`src/rtl/sync_det_pkg.sv`:
```
package sync_det_pkg;

    typedef enum logic [1:0] {
        SRC_NONE = 2'b00,
        SRC_HS   = 2'b01,
        SRC_SOG  = 2'b10
    } src_sel_e;

    function automatic logic within_tol(input logic [15:0] a,
                                        input logic [15:0] b,
                                        input logic [15:0] tol);
        logic [15:0] diff;
        diff = (a >= b) ? (a - b) : (b - a);
        return diff <= tol;
    endfunction

endpackage

```
`src/rtl/sda_sync_edge.sv`:
```
module sda_sync_edge (
    input  logic clk,
    input  logic rst_n,
    input  logic din,
    output logic rise_o,
    output logic fall_o
);
    typedef struct packed {
        logic s1;
        logic s2;
        logic prev;
    } st_t;

    st_t st_d, st_q;

    always_comb begin
        st_d      = st_q;
        st_d.s1   = din;
        st_d.s2   = st_q.s1;
        st_d.prev = st_q.s2;
    end

    always_ff @(posedge clk) begin
        if (!rst_n) st_q <= '0;
        else        st_q <= st_d;
    end

    assign rise_o = st_q.s2 & ~st_q.prev;
    assign fall_o = ~st_q.s2 & st_q.prev;
endmodule

```
`src/rtl/sda_idle_timer.sv`:
```
module sda_idle_timer #(
    parameter int TIMEOUT_W = 16
) (
    input  logic clk,
    input  logic rst_n,
    input  logic edge_i,
    output logic active_o
);
    localparam logic [TIMEOUT_W-1:0] LIMIT = '1;

    typedef struct packed {
        logic [TIMEOUT_W-1:0] cnt;
        logic                 act;
    } st_t;

    st_t st_d, st_q;

    always_comb begin
        st_d = st_q;
        if (edge_i) begin
            st_d.cnt = '0;
            st_d.act = 1'b1;
        end else if (st_q.act) begin
            if (st_q.cnt == LIMIT) begin
                st_d.act = 1'b0;
                st_d.cnt = '0;
            end else begin
                st_d.cnt = st_q.cnt + 1'b1;
            end
        end
    end

    always_ff @(posedge clk) begin
        if (!rst_n) st_q <= '0;
        else        st_q <= st_d;
    end

    assign active_o = st_q.act;
endmodule

```
`src/rtl/sda_pulse_qual.sv`:
```
module sda_pulse_qual
    import sync_det_pkg::*;
#(
    parameter int MEAS_W = 12,
    parameter int TOL    = 2,
    parameter int RUN    = 64
) (
    input  logic clk,
    input  logic rst_n,
    input  logic rise_i,
    input  logic fall_i,
    input  logic alive_i,
    output logic active_o
);
    localparam int MW = $clog2(RUN + 1);
    localparam logic [MEAS_W-1:0] MAXV  = '1;
    localparam logic [MW-1:0]     RUN_V = MW'(RUN);
    localparam logic [15:0]       TOL_V = 16'(TOL);

    typedef struct packed {
        logic [MEAS_W-1:0] per_cnt;
        logic [MEAS_W-1:0] hi_cnt;
        logic [MEAS_W-1:0] hi_meas;
        logic [MEAS_W-1:0] prev_per;
        logic [MEAS_W-1:0] prev_hi;
        logic              in_high;
        logic              have_rise;
        logic              have_meas;
        logic [MW-1:0]     match;
    } st_t;

    st_t st_d, st_q;
    logic same_per, same_hi;

    always_comb begin
        same_per = within_tol(16'(st_q.per_cnt), 16'(st_q.prev_per), TOL_V);
        same_hi  = within_tol(16'(st_q.hi_meas), 16'(st_q.prev_hi),  TOL_V);
    end

    always_comb begin
        st_d = st_q;
        if (st_q.per_cnt != MAXV) st_d.per_cnt = st_q.per_cnt + 1'b1;
        if (st_q.in_high && st_q.hi_cnt != MAXV) st_d.hi_cnt = st_q.hi_cnt + 1'b1;

        if (fall_i) begin
            st_d.hi_meas = st_q.hi_cnt;
            st_d.in_high = 1'b0;
        end

        if (rise_i) begin
            if (st_q.have_rise) begin
                if (st_q.have_meas && same_per && same_hi) begin
                    if (st_q.match != RUN_V) st_d.match = st_q.match + 1'b1;
                end else begin
                    st_d.match = '0;
                end
                st_d.prev_per  = st_q.per_cnt;
                st_d.prev_hi   = st_q.hi_meas;
                st_d.have_meas = 1'b1;
            end
            st_d.have_rise = 1'b1;
            st_d.in_high   = 1'b1;
            st_d.per_cnt   = MEAS_W'(1);
            st_d.hi_cnt    = MEAS_W'(1);
        end else if (!alive_i) begin
            st_d = '0;
        end
    end

    always_ff @(posedge clk) begin
        if (!rst_n) st_q <= '0;
        else        st_q <= st_d;
    end

    assign active_o = (st_q.match == RUN_V);
endmodule

```
`src/rtl/sync_activity_top.sv`:
```
module sync_activity_top
    import sync_det_pkg::*;
#(
    parameter int TIMEOUT_W = 16,
    parameter int MEAS_W    = 12,
    parameter int TOL       = 2,
    parameter int RUN       = 64
) (
    input  logic       clk,
    input  logic       rst_n,
    input  logic       hs_in,
    input  logic       vs_in,
    input  logic       sog_in,
    output logic       hs_active,
    output logic       vs_active,
    output logic       sog_active,
    output logic       sog_valid,
    output logic [1:0] sync_sel
);
    logic hs_rise, hs_fall, vs_rise, vs_fall, sog_rise, sog_fall;
    logic hs_edge, vs_edge, sog_edge, sog_alive;
    src_sel_e sel;

    sda_sync_edge u_hs_sync  (.clk(clk), .rst_n(rst_n), .din(hs_in),  .rise_o(hs_rise),  .fall_o(hs_fall));
    sda_sync_edge u_vs_sync  (.clk(clk), .rst_n(rst_n), .din(vs_in),  .rise_o(vs_rise),  .fall_o(vs_fall));
    sda_sync_edge u_sog_sync (.clk(clk), .rst_n(rst_n), .din(sog_in), .rise_o(sog_rise), .fall_o(sog_fall));

    assign hs_edge  = hs_rise  | hs_fall;
    assign vs_edge  = vs_rise  | vs_fall;
    assign sog_edge = sog_rise | sog_fall;

    sda_idle_timer #(.TIMEOUT_W(TIMEOUT_W)) u_hs_tmr  (.clk(clk), .rst_n(rst_n), .edge_i(hs_edge),  .active_o(hs_active));
    sda_idle_timer #(.TIMEOUT_W(TIMEOUT_W)) u_vs_tmr  (.clk(clk), .rst_n(rst_n), .edge_i(vs_edge),  .active_o(vs_active));
    sda_idle_timer #(.TIMEOUT_W(TIMEOUT_W)) u_sog_tmr (.clk(clk), .rst_n(rst_n), .edge_i(sog_edge), .active_o(sog_alive));

    sda_pulse_qual #(.MEAS_W(MEAS_W), .TOL(TOL), .RUN(RUN)) u_qual (
        .clk(clk), .rst_n(rst_n), .rise_i(sog_rise), .fall_i(sog_fall),
        .alive_i(sog_alive), .active_o(sog_active)
    );

    always_comb begin
        if (hs_active)       sel = SRC_HS;
        else if (sog_active) sel = SRC_SOG;
        else                 sel = SRC_NONE;
    end

    assign sync_sel  = sel;
    assign sog_valid = sog_active & ~hs_active;
endmodule

```
`config.mk`:
```
export PLATFORM = sky130hd
export DESIGN_NAME = sync_activity_top
export DESIGN_NICKNAME = d
export VERILOG_FILES = /design/src/rtl/sync_det_pkg.sv /design/src/rtl/sda_sync_edge.sv /design/src/rtl/sda_idle_timer.sv /design/src/rtl/sda_pulse_qual.sv /design/src/rtl/sync_activity_top.sv
export SDC_FILE = /design/constraint.sdc
export NUM_CORES = 1
export LEC_CHECK = 0
export ABC_AREA = 1
export CAP_MARGIN = 20
export CORE_MARGIN = 8
export CORE_UTILIZATION = 65
export CTS_CLUSTER_SIZE = 28
export DETAILED_ROUTE_END_ITERATION = 8
export DONT_BUFFER_PORTS = 1
export PLACE_DENSITY = 0.81
export SLEW_MARGIN = 20
export SYNTH_ARGS = -nofsm -noshare
export SYNTH_HDL_FRONTEND = slang
export SYNTH_SLANG_ARGS = --single-unit
```
`constraint.sdc`:
```
create_clock -name clk -period 2.86 [get_ports clk]
set_input_delay 0 -clock clk [delete_from_list [all_inputs] [get_ports clk]]
set_output_delay 0 -clock clk [all_outputs]
set_load 0.01 [all_outputs]
```
---- Word-level counts from Yosys, hierarchy flattened ----
Cells that the tools add are included.
Widths: inputs -> output; s select.
storage, ports and cells
  register bits ........................... 130
  word-level logic and storage cells ...... 109
  output and inout bits ................... 6
operators by class
  bitwise gates (word level) .............. 19
  equality and inequality tests ........... 13
  add/subtract/negate cells ............... 10
  reductions and logical operators ........ 9
  muxes and demuxes ....................... 28
  $lt $le $gt $ge ......................... 4
operator list
  kind                   count
  $mux 16                5
  $mux 59                1
  $sub 12x12->13         4
  $add 16x1->16 const B  3
  $eq 16x16->1 const B   3
  $mux 12                3
  $mux 34                1
  $le 16x2->1 const B    2
  $add 12x1->12 const B  2
  $ge 12x12->1           2
  $mux 24                1
  $ne 12x12->1 const B   2
  $mux 7                 2
  $mux 13                1
  $mux 1                 11
  $not 1->1              9
  $mux 8                 1
  $add 7x1->7 const B    1
  $and 1x1->1            7
  $eq 7x7->1 const B     1
  $ne 7x7->1 const B     1
  $ne 3x2->1 const B     2
  $ne 3x3->1 const B     2
  $reduce_or 2->1        3
  8 further kinds        13

---- Depth between registers and ports, before layout ----
Gate-level depths: netlist of run 1.
  word-level depth ........................ 8
  gate-level depth with buffers ........... 23
  gate-level depth less buffers ........... 22

---- Cells and area by module ----
A second synthesis of run 1 with hierarchy kept.
unflattened totals
  cells, all modules ...................... 1,482
  area, all modules ....................... 9,326.4 um2
modules (own cells, without submodules)
  module             sequential area each (um2)  area an instance (um2)  cells an instance  times used
  sda_pulse_qual     1,401.3                     6,193.4                 1,031              1
  sda_idle_timer     340.3                       924.6                   133                3
  sda_sync_edge      60.1                        100.1                   13                 3
  sync_activity_top  0.0                         58.8                    13                 1

---- Least setup slack after synthesis of run 1 ----
OpenSTA, ideal clock, no wires.
  kind .................................... register to register
  from .................................... reg u_qual.st_q[22] (netlist bit)
  to ...................................... reg u_qual.st_q[2] (netlist bit)
  path slack .............................. 0.404 ns
  library setup time ...................... 0.113 ns
  required time ........................... 2.747 ns
  buffers on the path ..................... 0
  cell stages (with the launch flop) ...... 22
  clock period less this slack ............ 2.456 ns
  arrival time ............................ 2.344 ns
  cell sequence ........................... dfxtp_1 inv_1 ha_1 fa_1 inv_1 nand3_1 nand2_1 nand2_1 nand2_1 nand3_1 nor2_1 nand2_1 nand2_1 nand2_1 nor2_1 nand2_1 nor2_4 nand3_4 nand2_4 inv_2 nor2_1 nor2_1
on the way
  word-level cells in the longest chain between the ends .. 8
  elaborated cells between the ends (all ways) .. 12
ends and longest elaborated chain
  what                                            RTL line              text
  from (decl)                                     sda_pulse_qual.sv:32  st_t st_d, st_q;
  from (signal assigned)                          sda_pulse_qual.sv:72  else st_q <= st_d;
  $sub 12x12->13 or $ge 12x12->1 (tied branches)  sync_det_pkg.sv:13    diff = (a >= b) ? (a - b) : (b - a);
  $mux 16 *                                       sync_det_pkg.sv:13
  $le 16x2->1 *                                   sync_det_pkg.sv:14    return diff <= tol;
  $logic_and 1x1->1 * (2 in a row)                sda_pulse_qual.sv:52  if (st_q.have_meas && same_per && same_hi) begin
  $mux 7                                          sda_pulse_qual.sv:52
  $mux 8                                          sda_pulse_qual.sv:51  if (st_q.have_rise) begin
  $mux 34                                         sda_pulse_qual.sv:50  if (rise_i) begin
Mark *: on every way between the ends. The rest lies on a longest branch, timed or not. The select of a mux whose other input is x is not followed.
A chain may end at the register's enable or synchronous reset.

---- Final worst setup path of run 1 ----
  from .................................... reg u_qual.st_q[34] (netlist bit)
  to ...................................... reg u_qual.st_q[1] (netlist bit)
on the way
  word-level cells in the longest chain between the ends .. 7
  elaborated cells between the ends (all ways) .. 11
ends and longest elaborated chain
  what                                            RTL line
  $sub 12x12->13 or $ge 12x12->1 (tied branches)  sync_det_pkg.sv:13
  $mux 16 *                                       sync_det_pkg.sv:13
  $le 16x2->1 *                                   sync_det_pkg.sv:14
  $logic_and 1x1->1 *                             sda_pulse_qual.sv:52
  $mux 7                                          sda_pulse_qual.sv:52
  $mux 8                                          sda_pulse_qual.sv:51
  $mux 34                                         sda_pulse_qual.sv:50
Marks and branches as above.

==> impl_results.md, run 1 <==
- Chip Width: between 100 and 150 um
- CTS tree: yes
- Row count: between 40 and 50
- Tightest Pin Transition: 0.851 ns
- Vias per inst: 5.45
- Max-cap violations: 0
- Finished Cell Area: between 9000 and 10000 um^2
- Vias: around 8400
- Final slew viol count: 0
- Syn_nets: 1395
- Final Hold Fails: 0
- PnR Total Power: about 0.0042 W
- Initial antenna violation count: 0
- Crit share post-route: 0.969
- Antenna Cells: 0
- Largest net degree at the start of global routing: 25
- Fin nets: 1423
- Synth cell types: 46
- Cell Chain, Critical Path: inv_1 -> ha_1 -> fa_1 -> o21ai_1 -> buf_4 -> nand2_1 -> nand2_1 -> nand2_1 -> nand3_1 -> nand2_1 -> nor2_1 -> nand2_1 -> nor2_4 -> buf_4 -> nand4_1 -> nand3_1 -> nand2_1 -> nor2_1
- Clock Path Buffers: 2
- Fmax: around 360 MHz
- Initial drt markers: around 800
- Clk root buf: clkbuf_16
- Remaining Overflow, GRT: 0
- Clk_lat worst skew: around 0.42 ns
- Mapped cell area: 8540 um^2
- CTS Sinks: between 100 and 150
- First-pass GRT wire length: around 34000 um
- Full die area: approximately 17000 um^2
- Top FF cell, synth: dfxtp_1
- Drt pass-1 iters: 5
- Detail Placement HPWL: between 10000 and 15000 um
- Starting Density: 0.656
- Fin cells: about 1500
- DR WL/cell: between 10 and 15 um
- Boundary Pins: 11
- DRC Markers: 0
- Pwr Density: between 400 and 500 nW/um^2
- Slew HR: 0.430
- Total GRT Usage: 0.245
- Top cell by count, worst path: nand2_1
- Period minus WS final: between 2 and 3 ns
- Startpoint Class: register
- Share of layout cells above drive strength 1: 0.105
- Placer Congestion: approximately 0.95
- Crit-path max cell delay: 0.42 ns
- Clock buffer count from CTS: 17
- Syn. warnings: 0
- Placed Area: about 9000 um^2
- Post-route ant nets: 0
- Crit. End Element: register
- Core area: ~13000 um^2
- RSZ-0062 raised after global routing: yes
- Final WL: between 20000 and 25000 um
- Sequential-to-total area share from yosys stat: 0.305
- Critical Path RT: ~3.2 ns
- Clock Skew: 0.00554 ns
- Avg Cell Area, Syn: 6.43 um^2
- Placed cell count: 1504
- Ys async rst share: 0
- Cells after Synth: approximately 1300
- Clk pin slew, worst setup/hold paths: roughly 0.060 ns
- Area growth syn-to-layout: 14.4%
- Worst vdd ir: around 0.00047 V
- Hold Crit Class: primary input to register
- WS Path Type: register to register
- Worst Path Max Fanout: 3
- Layout Utilization: 0.750
- Worst EP arrival: 3.12 ns
- Critical path's slowest cell: fa_1
- EDFF count, synth: 0
- CTS H-Tree Depth: 4
- Die height: about 130 um
- Pleak: about 4.4 nW
- #FFs+latches synth: 130
- Number of global-route vias before repair: 7694
- Outcome: finished, final reports clean
- I/O Buffers: 0
- Setup violators final: 0
[logic make-up (layout without fill, tap and decap cells)]
kind of cell | Yosys count | in the layout | share of synthesized area
compound gates | 158 | 158 | 0.104
simple gates | 678 | 678 | 0.342
flops | 130 | 130 | 0.305
buf+inv | 266 | 307 | 0.119
xor+xnor | 36 | 36 | 0.0369
fa+ha+maj | 61 | 61 | 0.0929
[where the power goes]
group	switching, W	internal [W]
Combinational	0.000146	0.0000680
Sequential	0.0000242	0.00183
Clock	0.000809	0.00133
[final cells by class]
class	count	area, um^2
flip-flops and latches	130	2610
inverters	242	911
repair buffers	33	265
well taps	176	220
multi-input cells	933	5170
clock buffers	19	453
fillers	1082	3260
clock inverters	13	135
[flip-flops by register name, indices dropped and copies added, names as in the netlist]
register,flops
u_vs_sync.st_d,2
u_qual.st_q,70
u_hs_tmr.st_q,16
u_sog_tmr.st_q,16
u_hs_tmr.active_o,1
u_sog_tmr.active_o,1
u_hs_sync.st_q,1
u_sog_sync.st_d,2
u_vs_tmr.active_o,1
u_vs_sync.st_q,1
u_vs_tmr.st_q,16
u_sog_sync.st_q,1
u_hs_sync.st_d,2
[path summary, 6_finish.rpt]
| check | start | to | slack [ns] | cells past startpoint |
|---|---|---|---|---|
| worst max-delay path | u_qual.st_q[34] | u_qual.st_q[1] | 0.09 | 18 |
| worst min-delay path | sog_in | u_sog_sync.st_d[1] | 0.24 | 3 |
| worst max register to register | u_qual.st_q[34] | u_qual.st_q[1] | 0.09 | 18 |
| worst min register to register | u_sog_sync.st_d[1] | u_sog_sync.st_d[0] | 0.42 | 2 |
[cell usage in the layout, fill, tap and decap left out, types with 4 or more instances in the layout]
cell	instances
nand2_2	11
buf_4	27
nand3_2	5
dfxtp_2	6
nor2_2	8
dlygate4sd3_1	4
nor3_1	28
dfxtp_1	123
ha_2	11
nor2_4	10
o21ai_0	35
clkbuf_16	17
nand4_1	22
nor3b_1	10
nand2_1	311
nand3_1	78
ha_1	38
inv_2	6
a21oi_1	64
xor2_1	26
nor2_1	172
o21bai_1	7
a31oi_1	5
nand3b_1	5
a211oi_1	6
clkinv_2	5
o21ai_1	4
ha_4	8
inv_1	232
nor4_1	4
o22ai_1	24
xnor2_1	10
[cells in the mapped netlist, types with 10 or more instances]
master      n  area share
xor2_1     26       0.027
nor3b_1    10      0.0088
dfxtp_1   130        0.30
o22ai_1    24       0.018
nand2_1   319        0.14
a21oi_1    66       0.039
xnor2_1    10       0.010
clkbuf_1   16      0.0070
nor2_1    181       0.080
ha_1       57       0.083
nand3_1    81       0.047
nand4_1    22       0.016
inv_1     237        0.10
o21ai_0    38       0.022
nor3_1     30       0.018
[routing by layer]
layer  track usage  routed length (um)  vias up
li1              -                   -     4244
met1         0.312                9380     3833
met2         0.410                9860      301
met3        0.0394                1140       51
met4        0.0864                 457        0
met5             0                   0        -
[metrics by stage]
stage               setup TNS [ns]  hold WS, ns  setup slack [ns]
floorplan                        0       0.0976             0.404
global placement          -0.00315       0.0965          -0.00315
detailed placement         -0.0276        0.101           -0.0113
CTS                              0        0.218           0.00322
global route                -0.669        0.259            -0.151
finish                           0        0.244            0.0886
[worst max-delay path, delay by kind of cell, from the launching register on]
kind,cells,cell delay [ns]
and+or+nand+nor,12,1.17
adders and majority gates,2,0.65
buffers and inverters,3,0.37
DFF,1,0.36
AOI/OAI and AO/OA,1,0.15
[repair_timing]
item	in CTS	in global routing
setup buffers	0	6
gates cloned	0	0
hold buffers	4	0
pin swaps	1	26
hold endpoints to repair	30	0
resized for setup	4	75
endpoints found under the setup margin	7	7
Note: power is estimated with default switching activity, not from simulation.
==> inputs of run 2 (changes only) <==
--- a/config.mk
+++ b/config.mk
@@ -7,12 +7,13 @@
 export LEC_CHECK = 0
 export ABC_AREA = 1
 export CAP_MARGIN = 20
+export CELL_PAD_IN_SITES_DETAIL_PLACEMENT = 1
+export CELL_PAD_IN_SITES_GLOBAL_PLACEMENT = 1
 export CORE_MARGIN = 8
-export CORE_UTILIZATION = 65
-export CTS_CLUSTER_SIZE = 28
+export CORE_UTILIZATION = 46
 export DETAILED_ROUTE_END_ITERATION = 8
 export DONT_BUFFER_PORTS = 1
-export PLACE_DENSITY = 0.81
+export PLACE_DENSITY_LB_ADDON = 0.1
 export SLEW_MARGIN = 20
 export SYNTH_ARGS = -nofsm -noshare
 export SYNTH_HDL_FRONTEND = slang
==> impl_results.md, run 2 (synthesis gave the netlist of run 1 again) <==
- Worst EP arrival: 3.09 ns (was 3.12 ns)
- Startpoint Class: register (unchanged)
- Setup violators final: 0 (unchanged)
- Die height: 152 um (was 131 um)
- Number of global-route vias before repair: 8985 (was 7694)
- Critical path's slowest cell: dfxtp_1 (was fa_1)
- Met2 Track Usage GR: 0.378 (was 0.410)
- Grt met1 use: 0.264 (was 0.312)
- Final WL: 24700 um (was 20800 um)
- DRC Markers: 0 (unchanged)
- Final slew viol count: 0 (unchanged)
- Max-cap violations: 0 (unchanged)
- CTS Sinks: 130 (unchanged)
- Fmax: 359 MHz (was 361 MHz)
- Clk root buf: clkbuf_16 (unchanged)
- First-pass GRT wire length: 42200 um (was 34200 um)
- Placer Congestion: 0.881 (was 0.948)
- Fin cells: 1613 (was 1546)
- Period minus WS final: 2.79 ns (was 2.77 ns)
- Drt pass-1 iters: 4 (was 5)
- Initial drt markers: 276 (was 788)
- Sw Ratio: 0.214 (was 0.233)
- Clk_lat worst skew: 0.41 ns (was 0.42 ns)
- Crit-path max cell delay: 0.43 ns (was 0.42 ns)
- Most Used Layer, Global Route: met2 (unchanged)
- Detail Placement HPWL: 18700 um (was 14800 um)
- I/O Buffers: 0 (unchanged)
- Pwr Density: 445 nW/um^2 (was 430 nW/um^2)
- Pleak: 4.48 nW (was 4.42 nW)
- Clock power share: 0.534 (was 0.507)
- Int Pwr: 0.00351 W (was 0.00323 W)
- Cell Chain, Critical Path: ha_2 -> nand2_1 -> buf_4 -> nor2_2 -> nand2_1 -> nor2_1 -> nor3_1 -> nand2_1 -> nand3b_1 -> nand2_1 -> nor2_1 -> nand2_1 -> nor2_4 -> nand3_4 -> nand2_4 -> inv_2 -> nor2_1 -> nor2_1 (was inv_1 -> ha_1 -> fa_1 -> o21ai_1 -> buf_4 -> nand2_1 -> nand2_1 -> nand2_1 -> nand3_1 -> nand2_1 -> nor2_1 -> nand2_1 -> nor2_4 -> buf_4 -> nand4_1 -> nand3_1 -> nand2_1 -> nor2_1)
- Largest net degree at the start of global routing: 25 (unchanged)
- Starting Density: 0.463 (was 0.656)
- Vias: 8391 (was 8429)
- DR WL/cell: 15.3 um (was 13.5 um)
- Post-route ant nets: 0 (unchanged)
- CTS tree: yes (unchanged)
- Row count: 50 (was 42)
- Worst path bufs/invs: 2 (was 3)
- Worst vdd ir: 0.000426 V (was 0.000467 V)
- Initial antenna violation count: 0 (unchanged)
- Slew HR: 0.494 (was 0.430)
- Worst Path Max Fanout: 7 (was 3)
- Boundary Pins: 11 (unchanged)
- Most common cell after layout, fill and taps aside: nand2_1 (unchanged)
- CTS H-Tree Depth: 4 (unchanged)
- Clock Skew: 0.00714 ns (was 0.00554 ns)
- Vias per inst: 5.20 (was 5.45)
- Total GRT Usage: 0.214 (was 0.245)
- Fin nets: 1433 (was 1423)
- Layout Utilization: 0.543 (was 0.750)
- Final Hold Fails: 0 (unchanged)
- Share of layout cells above drive strength 1: 0.120 (was 0.105)
- Remaining Overflow, GRT: 0 (unchanged)
- Crit share post-route: 0.975 (was 0.969)
- Chip Width: 152 um (was 131 um)
- Clk pin slew, worst setup/hold paths: 0.06 ns (about the same)
- Most frequent cells in the layout: 307 x nand2_1, 232 x inv_1, 170 x nor2_1 (was 311 x nand2_1, 232 x inv_1, 172 x nor2_1)
- NetSw: 0.000953 W (was 0.000979 W)
- Placed cell count: 1573 (was 1504)
- Antenna Cells: 0 (unchanged)
- Sequential fraction of design power: 0.415 (was 0.442)
- Comb power frac: 0.051 (about the same)
- Clock Path Buffers: 2 (unchanged)
- Outcome: finished, final reports clean (unchanged)
- Max FFs per register: 70 (unchanged)
- Hold Crit Class: primary input to register (unchanged)
- RSZ-0062 raised after global routing: yes (unchanged)
- Clock buffer count from CTS: 17 (unchanged)
- Core area: 18500 um^2 (was 13000 um^2)
- Met3 track demand over resource: 0.0275 (was 0.0394)
- Tightest Pin Transition: 0.759 ns (was 0.851 ns)
- Top cell by count, worst path: nand2_1 (unchanged)
- Min Hold Slack: 0.0233 ns (was 0.244 ns)
- Full die area: 23200 um^2 (was 17100 um^2)
- Crit. End Element: register (unchanged)
- Area growth syn-to-layout: 17.3% (was 14.4%)
- Setup TNS: 0 ns (unchanged)
- WS Path Type: register to register (unchanged)
- Critical Path RT: 3.16 ns (was 3.21 ns)
- Top reg by flops: u_qual.st_q (unchanged)
- Layout filler cell count: 2455 (was 1082)
- PnR Total Power: 0.00446 W (was 0.00421 W)
- Delay-heaviest family, CP: simple AND/OR/NAND/NOR gates (unchanged)
## run 2: cell types whose count changed in the layout (fill, tap and decap cells not counted), moves of 2 or more
cell       change
buf_4         +10
nor2_2         +7
ha_1           -5
nor2_4         -5
ha_4           +4
nand2_1        -4
nand2_2        +4
bufinv_16      +3
clkinv_4       -3
a21oi_1        -2
a21oi_2        +2
clkinv_2       -2
nor2_1         -2
## run 2: power groups by stage
| stage | Clock (W) | Sequential, W | Combinational, W |
|---|---|---|---|
| 2_1_floorplan | 0 | 0.00189 | 0.000150 |
| 3_5_place_dp | 0 | 0.00189 | 0.000209 |
| 6_report | 0.00238 | 0.00185 | 0.000226 |
| 4_1_cts | 0.00242 | 0.00185 | 0.000220 |
| 5_1_grt | 0.00251 | 0.00185 | 0.000255 |
| 3_3_place_gp | 0 | 0.00189 | 0.000204 |
## run 2: final cells by class
cell class | instances | area (um^2) | share of cell area
clock buffer | 21 | 470 | 0.0469
tap | 234 | 293 | 0.0292
timing repair buffer | 43 | 340 | 0.0340
multi-input combinational | 933 | 5220 | 0.520
inverter | 242 | 908 | 0.0906
clock inverter | 10 | 180 | 0.0180
sequential | 130 | 2620 | 0.261
## run 2: final timing paths
kind	startpoint	to	slack, ns	cells past startpoint
worst max-delay path	u_qual.st_q[67]	u_qual.st_q[1]	0.07	18
worst min-delay path	rst_n	u_hs_tmr.active_o	0.02	2
worst max register to register	u_qual.st_q[67]	u_qual.st_q[1]	0.07	18
worst min register to register	u_sog_sync.st_d[1]	u_sog_sync.st_d[0]	0.42	2
## run 2: through the flow
step,cell area [um^2],worst slack [ns]
finish,10000,0.0729
CTS,9700,0.0110
floorplan,8540,0.404
global route,10000,-0.136
global placement,8990,0.00475
detailed placement,8990,-0.0260
## run 2: what timing repair did
item,4_1_cts,5_1_grt
cloned,0,0
pin swaps,2,26
setup endpoints to repair,7,7
endpoints found under the hold margin,23,0
resized for setup,10,79
hold buffers,4,0
setup buffers,0,5
## run 2: routing by layer
metal / wire (um) / up-vias / part of all wire
met5: 0 / - / 0
met4: 464 / 0 / 0.019
met3: 442 / 36 / 0.018
met2: 12000 / 87 / 0.48
met1: 11800 / 4003 / 0.48
li1: - / 4265 / -
